`config.mk`:
```
export PLATFORM = sky130hd
export DESIGN_NAME = stack_ptr_unit
export DESIGN_NICKNAME = d
export VERILOG_FILES = /design/src/rtl/stack_ptr_unit.sv
export SDC_FILE = /design/constraint.sdc
export NUM_CORES = 1
export LEC_CHECK = 0
export BUFFER_PORTS_ARGS = -buffer_cell sky130_fd_sc_hd__buf_2
export CAP_MARGIN = 10
export CORE_UTILIZATION = 45
export CTS_BUF_LIST = sky130_fd_sc_hd__clkbuf_8
export DETAILED_ROUTE_END_ITERATION = 6
export GPL_TIMING_DRIVEN = 0
export HOLD_SLACK_MARGIN = 0.05
export PLACE_DENSITY = 0.65
export REMOVE_ABC_BUFFERS = 1
export SLEW_MARGIN = 20
export SYNTH_ARGS = -nofsm -noshare
export SYNTH_HDL_FRONTEND = slang
export SYNTH_SLANG_ARGS = --single-unit
```
`constraint.sdc`:
```
create_clock -name clk -period 4.3 [get_ports clk]
set_input_delay 0.215 -clock clk [delete_from_list [all_inputs] [get_ports clk]]
set_output_delay 0.215 -clock clk [all_outputs]
set_load 0.005 [all_outputs]
```
`src/rtl/stack_ptr_unit.sv`:
```
module stack_ptr_unit #(
  parameter int ADDR_W = 16,
  parameter int STEP = 2,
  parameter logic [ADDR_W-1:0] START_INIT = '0
) (
  input  logic              clk,
  input  logic              rst_n,
  input  logic [1:0]        mode,
  input  logic              push,
  input  logic              pop,
  input  logic              err_clr,
  input  logic              cfg_we,
  input  logic [1:0]        cfg_sel,
  input  logic [ADDR_W-1:0] cfg_data,
  output logic [ADDR_W-1:0] mem_addr,
  output logic              mem_we,
  output logic              mem_re,
  output logic [ADDR_W-1:0] sp,
  output logic              hi_err,
  output logic              lo_err,
  output logic              clash_err
);
  localparam int EW = ADDR_W + 2;
  localparam logic [EW-1:0] STEP_X = EW'(STEP);
  localparam logic [EW-1:0] TOP_X = {2'b00, {ADDR_W{1'b1}}};

  logic [ADDR_W-1:0] sp_q, base_q, limit_q, start_q;
  logic hi_q, lo_q, clash_q;

  wire asc   = mode[1];
  wire empty = mode[0];

  wire [EW-1:0] sp_x  = {2'b00, sp_q};
  wire          up    = push ? asc : ~asc;
  wire          pre   = push ? ~empty : empty;
  wire [EW-1:0] sp_nx = up ? sp_x + STEP_X : sp_x - STEP_X;
  wire [EW-1:0] acc   = pre ? sp_nx : sp_x;

  wire above = ($signed(acc) > $signed({2'b00, limit_q})) || ($signed(sp_nx) > $signed(TOP_X));
  wire below = ($signed(acc) < $signed({2'b00, base_q})) || sp_nx[EW-1];

  wire one_req = (push ^ pop) & ~cfg_we;
  wire clash   = push & pop & ~cfg_we;
  wire ok      = one_req & ~above & ~below;

  assign mem_addr  = acc[ADDR_W-1:0];
  assign mem_we    = ok & push;
  assign mem_re    = ok & pop;
  assign sp        = sp_q;
  assign hi_err    = hi_q;
  assign lo_err    = lo_q;
  assign clash_err = clash_q;

  always_ff @(posedge clk or negedge rst_n) begin
    if (!rst_n) begin
      sp_q    <= START_INIT;
      start_q <= START_INIT;
      base_q  <= '0;
      limit_q <= '1;
    end else if (cfg_we) begin
      case (cfg_sel)
        2'd0: base_q <= cfg_data;
        2'd1: limit_q <= cfg_data;
        2'd2: begin
          start_q <= cfg_data;
          sp_q    <= cfg_data;
        end
        default: sp_q <= start_q;
      endcase
    end else if (ok) begin
      sp_q <= sp_nx[ADDR_W-1:0];
    end
  end

  always_ff @(posedge clk or negedge rst_n) begin
    if (!rst_n) begin
      hi_q    <= 1'b0;
      lo_q    <= 1'b0;
      clash_q <= 1'b0;
    end else begin
      hi_q    <= (hi_q & ~err_clr) | (one_req & above);
      lo_q    <= (lo_q & ~err_clr) | (one_req & below);
      clash_q <= (clash_q & ~err_clr) | clash;
    end
  end
endmodule

```
==> flow_metrics.py <==
metrics = {
    "run_status": {
        "outcome": "finished, final reports clean",
    },
    "sta": {
        "maxSlewHeadroom": 0.377,
        "period_share": 0.947,
        "fmaxAchievable_mhz": 246,
        "finClkSkew_ns": 0.00764,
        "report.final.setup_viol": 0,
        "hold_viol_final": 0,
        "period_needed_ns": 4.07,
        "worstMarginPinSlew_ns": 0.929,
        "slew_viol_final": 0,
        "fin_setup_tns_ns": 0,
        "fin_ws_ns": 0.230,
    },
    "synth": {
        "ys_async_sr_fraction": 1.00,
        "synth_cell_types": 53,
        "synth.avg_cell_area_um2": 9.14,
        "synth_top_area_share": 0.289,
        "ys_warn_count": 0,
        "synth-edff-count": 0,
        "syn_inst": 484,
        "yosysTopAreaCell": "dfrtp_1",
        "synth.area.top_cells": "dfrtp_1 (29%), ha_1 (9.6%), dfstp_2 (9.5%)",
        "yosys_register_bits": 67,
        "ys.flop_type": "dfrtp_1",
        "synth-seq-area-share": 0.384,
        "syn_area_um2": 4420,
    },
    "placed_design": {
        "gp_congestion": 0.847,
        "dp_slack_ns": -0.464,
        "portBuffers": 62,
        "dp_hpwl_um": 8130,
        "dp_cells": 652,
        "place_area_um2": 4830,
    },
    "die": {
        "core-area_um2": 9370,
        "die_x_um": 101,
        "pin_count": 63,
        "start_util": 0.472,
        "rows": 35,
        "die_h_um": 101,
        "die_area_um2": 10200,
    },
    "drt": {
        "wl_per_cell_um": 16.4,
        "route.detailed.drc": 0,
        "vias": 3712,
        "antenna_left": 0,
        "wl_um": 11200,
        "drt-initial-drc-count": 179,
        "dr.pass1.iters": 5,
        "via_per_inst": 5.41,
    },
    "clock_tree": {
        "htreeDepth": 3,
        "cts_root_buf": "clkbuf_8",
        "cts_buffers": 9,
        "path_clk_slew_ns": 0.07,
        "clk_latency_ns": 0.35,
        "clock_sinks": 67,
        "cts_tree": "yes",
        "clk_path_buf_depth": 2,
    },
    "layout": {
        "area_growth_pct": 19.9,
        "stdcell_count": 686,
        "drive_gt1_frac": 0.323,
        "postLayoutCoreUtil": 0.566,
        "fin_area_um2": 5300,
        "antennaDiodeCount": 0,
        "nets": 612,
    },
    "setup_path": {
        "crit_top_cell": "ha_1",
        "path_buf_inv": 2,
        "path_delay_family": "simple AND/OR/NAND/NOR gates",
        "crit_chain": "ha_1, and4_1, a32oi_2, nor2_2, buf_4, xnor2_2, ha_1, nand2_1, nor4_4, o31ai_1, a222oi_1, nor3_2, and2_1, buf_2",
        "worstPathArrival_ns": 3.86,
        "required_ns": 4.09,
        "cp_slowest_cell": "a222oi_1",
        "end_kind": "output pin",
        "critPathLaunchType": "flop",
        "crit_fanout": 8,
        "critPathMaxStageDelay_ns": 0.61,
        "critPathKind": "reg -> out",
    },
    "power": {
        "p_leak_nw": 2.52,
        "power.density_nw_per_um2": 589,
        "ir_drop_mv": 0.271,
    },
    "grt": {
        "grt_start_max_net_pins": 41,
        "track_usage": 0.236,
        "grt_pass1_wl_um": 18300,
        "antenna_found_initial": 0,
        "grt_pass1_vias": 3602,
        "grt_overflow": 0,
    },
    "hold_path": {
        "hold_class": "in -> reg",
    },
    "job": {
        "maxCapViolCount": 0,
    },
}
[layer usage]
| layer | track usage | part of all wire |
|---|---|---|
| met5 | 0 | 0 |
| met4 | 0.0713 | 0.017 |
| met3 | 0.0520 | 0.051 |
| met1 | 0.308 | 0.44 |
| met2 | 0.392 | 0.49 |
[report_power, final]
part | leakage [nW] | internal [mW] | total [mW] | switching [mW]
registers | 0.791 | 0.813 | 1.03 | 0.218
clock network | 0.103 | 0.278 | 0.520 | 0.242
logic | 1.62 | 0.768 | 1.58 | 0.807
total | 2.52 | 1.86 | 3.13 | 1.27
[cell usage in the layout, fill, tap and decap left out, drive strengths merged, types with 15 or more instances in the layout]
| master | netlist | layout |
|---|---|---|
| a21oi | 15 | 15 |
| buf | 8 | 82 |
| dfrtp | 51 | 51 |
| dfstp | 16 | 16 |
| ha | 34 | 34 |
| inv | 41 | 42 |
| mux2 | 30 | 30 |
| nand2 | 90 | 90 |
| o21ai | 30 | 30 |
| xnor2 | 19 | 19 |
[flip-flops by register name, indices dropped and copies added (netlist names)]
register and cells:
lo_err 1, clash_err 1, start_q 16, sp 16
base_q 16, hi_err 1, limit_q 16
[cell type report]
cell class	count	area, um2
Clock buffer	10	138
Clock inverter	6	56.3
Fill cell	868	4070
Inverter	41	154
Multi-Input combinational cell	350	2580
Sequential cell	67	1710
Tap cell	129	161
Timing Repair Buffer	83	505
[cell families (layout without fill, tap and decap cells)]
group / after synthesis / in the layout / synth area share
flops: 67 / 67 / 0.384
simple gates: 168 / 168 / 0.181
fa+ha+maj: 34 / 34 / 0.0962
compound gates: 85 / 85 / 0.127
xor+xnor: 28 / 28 / 0.0572
mux: 35 / 35 / 0.0945
buf+inv: 67 / 140 / 0.0606
[through the flow]
| stage | power [mW] | hold slack (ns) |
|---|---|---|
| CTS | 3.04 | 0.0853 |
| detailed placement | 2.42 | 0.164 |
| floorplan | 1.92 | -0.0806 |
| global route | 3.39 | 0.107 |
| finish | 3.13 | 0.103 |
| global placement | 2.38 | 0.450 |
[final timing paths]
| kind | cells after the start | slack (ns) | endpoint | start |
|---|---|---|---|---|
| setup / recovery | 14 | 0.23 | mem_we | sp[1] |
| hold / removal | 3 | 0.10 | start_q[9] | cfg_data[9] |
| setup reg to reg | 15 | 0.30 | sp[9] | sp[1] |
| hold reg to reg | 2 | 0.48 | start_q[14] | start_q[14] |
| max in group asynchronous | 3 | 3.34 | limit_q[0] | rst_n |
| min in group asynchronous | 2 | 0.34 | base_q[5] | rst_n |
[Yosys cell counts (2+ instances only)]
cell	number
a211oi_1	3
a21bo_2	2
a21oi_1	15
a22o_1	3
a31oi_1	2
a32oi_1	2
and2_1	3
buf_1	2
buf_2	4
clkbuf_1	18
dfrtp_1	51
dfstp_2	16
ha_1	34
inv_1	41
mux2_2	22
mux2_4	8
mux2i_1	5
nand2_1	89
nand2b_1	10
nand3_1	13
nand4_1	9
nand4b_1	2
nor2_1	14
nor2b_1	5
nor3_1	6
nor4_1	4
o211ai_1	12
o21ai_0	30
o221a_2	2
o22ai_1	3
o311a_1	2
o31ai_1	2
o32ai_1	2
or2_2	2
or3_1	3
xnor2_1	18
xor2_1	9
[timing repair]
item                                    CTS  global route
gates resized for setup                  13            14
pin swaps                                 5             7
hold buffers                              1             0
hold endpoints to repair                 23             0
endpoints found under the setup margin   17             3
gates cloned                              0             0
setup buffers                             6            11
[tightest hold or removal path: cells and delay by family]
| family | cells | cell delay, ns |
|---|---|---|
| buffers and inverters | 1 | 0.10 |
| AND/OR/NAND/NOR | 2 | 0.10 |
Power figures use the tool's default switching activity.
